<file path="config.mk">
export PLATFORM = sky130hd
export DESIGN_NAME = shared_bus_serial_port
export DESIGN_NICKNAME = d
export VERILOG_FILES = /design/src/rtl/sbsp_pkg.sv /design/src/rtl/sbsp_sync.sv /design/src/rtl/sbsp_frame_timer.sv /design/src/rtl/sbsp_shifter.sv /design/src/rtl/shared_bus_serial_port.sv
export SDC_FILE = /design/constraint.sdc
export NUM_CORES = 1
export LEC_CHECK = 0
export BUFFER_PORTS_ARGS = -buffer_cell sky130_fd_sc_hd__buf_2
export CORE_MARGIN = 8
export CORE_UTILIZATION = 45
export CTS_CLUSTER_SIZE = 30
export DETAILED_ROUTE_END_ITERATION = 16
export PLACE_DENSITY = 0.79
export SYNTH_ARGS = -nofsm -noshare
export SYNTH_HDL_FRONTEND = slang
export SYNTH_SLANG_ARGS = --single-unit
</file>
<file path="constraint.sdc">
create_clock -name clk -period 2.2 [get_ports clk]
set_input_delay 0.66 -clock clk [delete_from_list [all_inputs] [get_ports clk]]
set_output_delay 0.66 -clock clk [all_outputs]
set_load 0.03 [all_outputs]
</file>
<file path="src/rtl/sbsp_pkg.sv">
package sbsp_pkg;

  typedef enum logic [1:0] {
    ALIGN_NONE,
    ALIGN_FS,
    ALIGN_RESYNC
  } align_src_e;

endpackage

</file>
<file path="src/rtl/sbsp_sync.sv">
module sbsp_sync
  import sbsp_pkg::*;
(
  input  logic       clk,
  input  logic       rst_n,
  input  logic       fs_in,
  input  logic       resync,
  output align_src_e src
);

  logic fs_q, rs_q, armed;
  logic fs_rise, rs_rise;

  always_comb begin
    fs_rise = fs_in & ~fs_q;
    rs_rise = resync & ~rs_q;
    if (rs_rise)             src = ALIGN_RESYNC;
    else if (fs_rise && armed) src = ALIGN_FS;
    else                     src = ALIGN_NONE;
  end

  always_ff @(posedge clk or negedge rst_n) begin
    if (!rst_n) begin
      fs_q  <= 1'b0;
      rs_q  <= 1'b0;
      armed <= 1'b1;
    end else begin
      fs_q <= fs_in;
      rs_q <= resync;
      if (src == ALIGN_RESYNC)  armed <= 1'b1;
      else if (src == ALIGN_FS) armed <= 1'b0;
    end
  end

endmodule

</file>
<file path="src/rtl/sbsp_frame_timer.sv">
module sbsp_frame_timer #(
  parameter int WORD_W        = 16,
  parameter int SETTLE_FRAMES = 3
) (
  input  logic clk,
  input  logic rst_n,
  input  logic align,
  output logic frame_start,
  output logic in_slot,
  output logic fs_out,
  output logic dvalid
);

  localparam int FRAME_LEN = 2 * WORD_W;
  localparam int CNT_W     = $clog2(FRAME_LEN);
  localparam int SET_W     = $clog2(SETTLE_FRAMES + 2);
  localparam logic [CNT_W-1:0] LAST     = CNT_W'(FRAME_LEN - 1);
  localparam logic [CNT_W-1:0] SLOT_END = CNT_W'(WORD_W);
  localparam logic [CNT_W-1:0] FS_FIRST = CNT_W'(WORD_W - 1);
  localparam logic [CNT_W-1:0] FS_LAST  = CNT_W'(FRAME_LEN - 2);

  logic             running;
  logic [CNT_W-1:0] cnt;
  logic [SET_W-1:0] settle;
  logic             wrap;

  always_comb begin
    wrap        = running && (cnt == LAST);
    frame_start = align || wrap;
    in_slot     = running && (cnt < SLOT_END);
    fs_out      = running && (cnt >= FS_FIRST) && (cnt <= FS_LAST);
  end

  always_ff @(posedge clk or negedge rst_n) begin
    if (!rst_n) begin
      running <= 1'b0;
      cnt     <= '0;
      settle  <= '0;
      dvalid  <= 1'b0;
    end else if (align) begin
      running <= 1'b1;
      cnt     <= '0;
      settle  <= SET_W'(SETTLE_FRAMES);
      dvalid  <= 1'b0;
    end else if (running) begin
      if (wrap) begin
        cnt    <= '0;
        dvalid <= (settle <= SET_W'(1));
        if (settle != '0) settle <= settle - SET_W'(1);
      end else begin
        cnt <= cnt + CNT_W'(1);
      end
    end
  end

endmodule

</file>
<file path="src/rtl/sbsp_shifter.sv">
module sbsp_shifter #(
  parameter int WORD_W = 16
) (
  input  logic              clk,
  input  logic              rst_n,
  input  logic              take,
  input  logic              smp_valid,
  input  logic [WORD_W-1:0] smp_data,
  input  logic              in_slot,
  input  logic              dvalid,
  output logic              sdo,
  output logic              sdo_oe
);

  logic [WORD_W-1:0] shreg;
  logic              have;

  always_comb begin
    sdo_oe = in_slot && have && dvalid;
    sdo    = sdo_oe && shreg[WORD_W-1];
  end

  always_ff @(posedge clk or negedge rst_n) begin
    if (!rst_n) begin
      shreg <= '0;
      have  <= 1'b0;
    end else if (take) begin
      have <= smp_valid;
      if (smp_valid) shreg <= smp_data;
    end else if (in_slot) begin
      shreg <= {shreg[WORD_W-2:0], 1'b0};
    end
  end

endmodule

</file>
<file path="src/rtl/shared_bus_serial_port.sv">
module shared_bus_serial_port
  import sbsp_pkg::*;
#(
  parameter int WORD_W        = 16,
  parameter int SETTLE_FRAMES = 3
) (
  input  logic              clk,
  input  logic              rst_n,
  input  logic              fs_in,
  input  logic              resync,
  input  logic              smp_valid,
  output logic              smp_ready,
  input  logic [WORD_W-1:0] smp_data,
  output logic              sdo,
  output logic              sdo_oe,
  output logic              fs_out,
  output logic              dvalid
);

  align_src_e src;
  logic       align, frame_start, in_slot;

  assign align     = (src != ALIGN_NONE);
  assign smp_ready = frame_start;

  sbsp_sync u_sync (
    .clk    (clk),
    .rst_n  (rst_n),
    .fs_in  (fs_in),
    .resync (resync),
    .src    (src)
  );

  sbsp_frame_timer #(
    .WORD_W        (WORD_W),
    .SETTLE_FRAMES (SETTLE_FRAMES)
  ) u_timer (
    .clk         (clk),
    .rst_n       (rst_n),
    .align       (align),
    .frame_start (frame_start),
    .in_slot     (in_slot),
    .fs_out      (fs_out),
    .dvalid      (dvalid)
  );

  sbsp_shifter #(
    .WORD_W (WORD_W)
  ) u_shift (
    .clk       (clk),
    .rst_n     (rst_n),
    .take      (frame_start),
    .smp_valid (smp_valid),
    .smp_data  (smp_data),
    .in_slot   (in_slot),
    .dvalid    (dvalid),
    .sdo       (sdo),
    .sdo_oe    (sdo_oe)
  );

endmodule

</file>
==> reports/results.ini <==
[cells_and_area]
area_growth_syn_to_layout_pct=22.7
ff_latch_area_sq_um=754
nFillCells=292
layout_common_cells=27 x dfrtp_1, 23 x buf_2, 17 x mux2_2
final_common_cell=dfrtp_1
drive_gt1_frac=0.506
multiInputGateArea_sq_um=845
stdcell_count=214
nets=192
diodes=0

[place]
dp_slack_ps=-31.3
dp.cells=199
gp_congestion=0.840
dpl.hpwl_um=2410
io_buffers=25

[outcome]
violations=negative setup slack
status=complete, but fails checks

[sta]
worst_slew_pin_slew_ps=640
fmax_mhz=414
final.period_utilization=1.10
grt_setup_unrepaired=yes
hold_viol=0
setup_viol=17
tns_ps=-2140
clock-skew-final_ps=11.8
layout_min_cycle_time_ps=2420
whs_ps=332
drv_slew=0
slew_headroom=0.574
finalWorstSetupSlack_ps=-216

[global_routing]
grt_overflow=0
antenna_found_initial=0
grt_pass1_vias=1169
grt_pass1_wl_um=5680
grt_use_total=0.122
grt_max_degree=31

[critical_path]
max_stage_delay_ps=410
cp_slowest_cell=dfrtp_1
crit_required_ps=1540
crit_family=flip-flops
worst-path-buf-inv=1
arrival_ps=1760
crit_chain=ha_2, and3_4, ha_4, nor2_1, o21ai_1, o311a_1, buf_6
path_max_fanout=3
cp-start-kind=register
worst-setup-path-type=reg -> out
end_kind=output pin

[synthesis]
syn_nets=156
synth_area_sq_mm=0.00163
synthSimpleGateAreaFrac=0.108
synth_compound_area_frac=0.0631
synth_xor_area_frac=0.00539
synth_top_area_frac=0.446
syn_inst=129
syn_area_per_cell_sq_um=12.6
ys_seq_area_frac=0.463
synth_top_family_by_area=multiplexers
muxShareOfSynthArea=0.256
yosysWarningCount=0
synthAdderAreaFrac=0.0462
synth.distinct_cells=31
yosysTopAreaCell=dfrtp_1
synth_area_leaders=dfrtp_1 45%, mux2_4 14%, mux2_2 12%
synth_seq_cells=30

[clock_network]
clock-root-buffer=clkbuf_4
insertion_delay_ps=340
clock-sinks=30
h-tree-depth=2
clk_pin_slew_ps=100
cts_tree=done
cts_buffers=5
clockBufferDepth=2

[routing]
drc=0
drtIter0Drc=144
routed_wl_um=3820
wire_per_inst_um=17.9
vias=1127
via_per_inst=5.27
firstDrtPassIters=4
ant_nets=0

[hold_path]
worstHoldPathType=in -> async

[power_and_ir_drop]
powerDensity_mw_per_mm2=769
ir_drop_v=0.000305
total_power_w=0.00153
leakagePower_nw=0.945

[floorplan]
io_pins=26
die_h_um=76.1
row_count=22
coreArea_sq_mm=0.00358
start_util=0.454
die-area_sq_mm=0.00579
die_w_um=76.1

[flow_run]
drv_cap=0

==> sequential cells by signal (all words and copies together), names as in the netlist <==
| name | count |
|---|---|
| u_sync.armed | 1 |
| u_timer.cnt | 5 |
| u_sync.fs_q | 1 |
| u_timer.settle | 3 |
| u_timer.dvalid | 1 |
| u_shift.have | 1 |
| u_sync.rs_q | 1 |
| u_timer.running | 1 |
| u_shift.shreg | 16 |
==> per-layer routing <==
layer,track usage,up-vias,routed length (um),part of all wire
met5,0,-,0,0
met4,0.0635,0,123,0.032
met3,0.0377,12,163,0.043
met2,0.201,34,1980,0.52
met1,0.137,555,1560,0.41
li1,-,526,-,-
==> stage by stage <==
step / util / instance area [sq um]
after floorplan: - / 1630
after global placement: 0.499 / 1790
after detailed placement: 0.499 / 1790
after CTS: 0.534 / 1910
after global routing: 0.557 / 1990
final: 0.557 / 1990
==> worst reg2reg max path, delay by kind of cell (launching register included) <==
family	cells	cell delay [ps]
and+or+nand+nor	3	700
AOI/OAI and AO/OA	1	250
DFF	1	410
adders and majority gates	2	370
buffers and inverters	1	140
muxes	1	350
==> report_power, final <==
group / total [W] / switching [W] / internal (W)
clock: 0.000353 / 0.000198 / 0.000155
combinational: 0.000426 / 0.000149 / 0.000277
sequential: 0.000754 / 0.0000822 / 0.000672
==> cell type report <==
| type | instances | share of cell area |
|---|---|---|
| inverter | 8 | 0.0151 |
| multi-input combinational | 87 | 0.423 |
| tap | 48 | 0.0301 |
| timing repair buffer | 33 | 0.123 |
| sequential | 30 | 0.378 |
| clock buffer | 7 | 0.0276 |
| clock inverter | 1 | 0.00251 |
==> cells by family after synthesis <==
| kind of cell | count (synthesis) |
|---|---|
| multiplexers | 32 |
| AND/OR/NAND/NOR | 31 |
| flip-flops | 30 |
| AO/OA/AOI/OAI | 16 |
| buffers and inverters | 13 |
| adder cells (fa/ha/maj) | 6 |
| XOR/XNOR | 1 |
==> path summary, 6_finish.rpt <==
kind,slack (ps),depth (start not counted),from,end
min reg2reg,510,2,u_sync.armed,u_sync.armed
max in group asynchronous,1400,1,rst_n,u_timer.running
min,330,1,rst_n,u_timer.cnt[0]
max,-220,7,u_timer.cnt[1],fs_out
max reg2reg,-140,8,u_timer.cnt[1],u_shift.shreg[13]
min in group clk,450,1,resync,u_sync.rs_q
==> synthesized netlist by cell type (all sizes together) <==
cell and number:
a21oi 3, nand2b 3, nand2 5, nor2 10
mux2 32, o311a 1, o22a 1, dfrtp 29
a211oi 1, inv 8, and4 2, and3b 1
ha 6, and2 1, xnor2 1, nand3 3
nor2b 1, buf 5, nand3b 2, and3 1
o41ai 1, o311ai 1, a22o 1, dfstp 1
nor3b 1, nor3 1, o21ai 7
==> timing repair <==
action                     in CTS  in global routing
pin swaps                       1                  1
cloned                          0                  3
setup endpoints to repair      17                 18
setup buffers                   3                  3
hold endpoints to repair        0                  0
resized for setup              11                  6
hold buffers                    0                  0
Note: power is estimated with default switching activity, not from simulation.
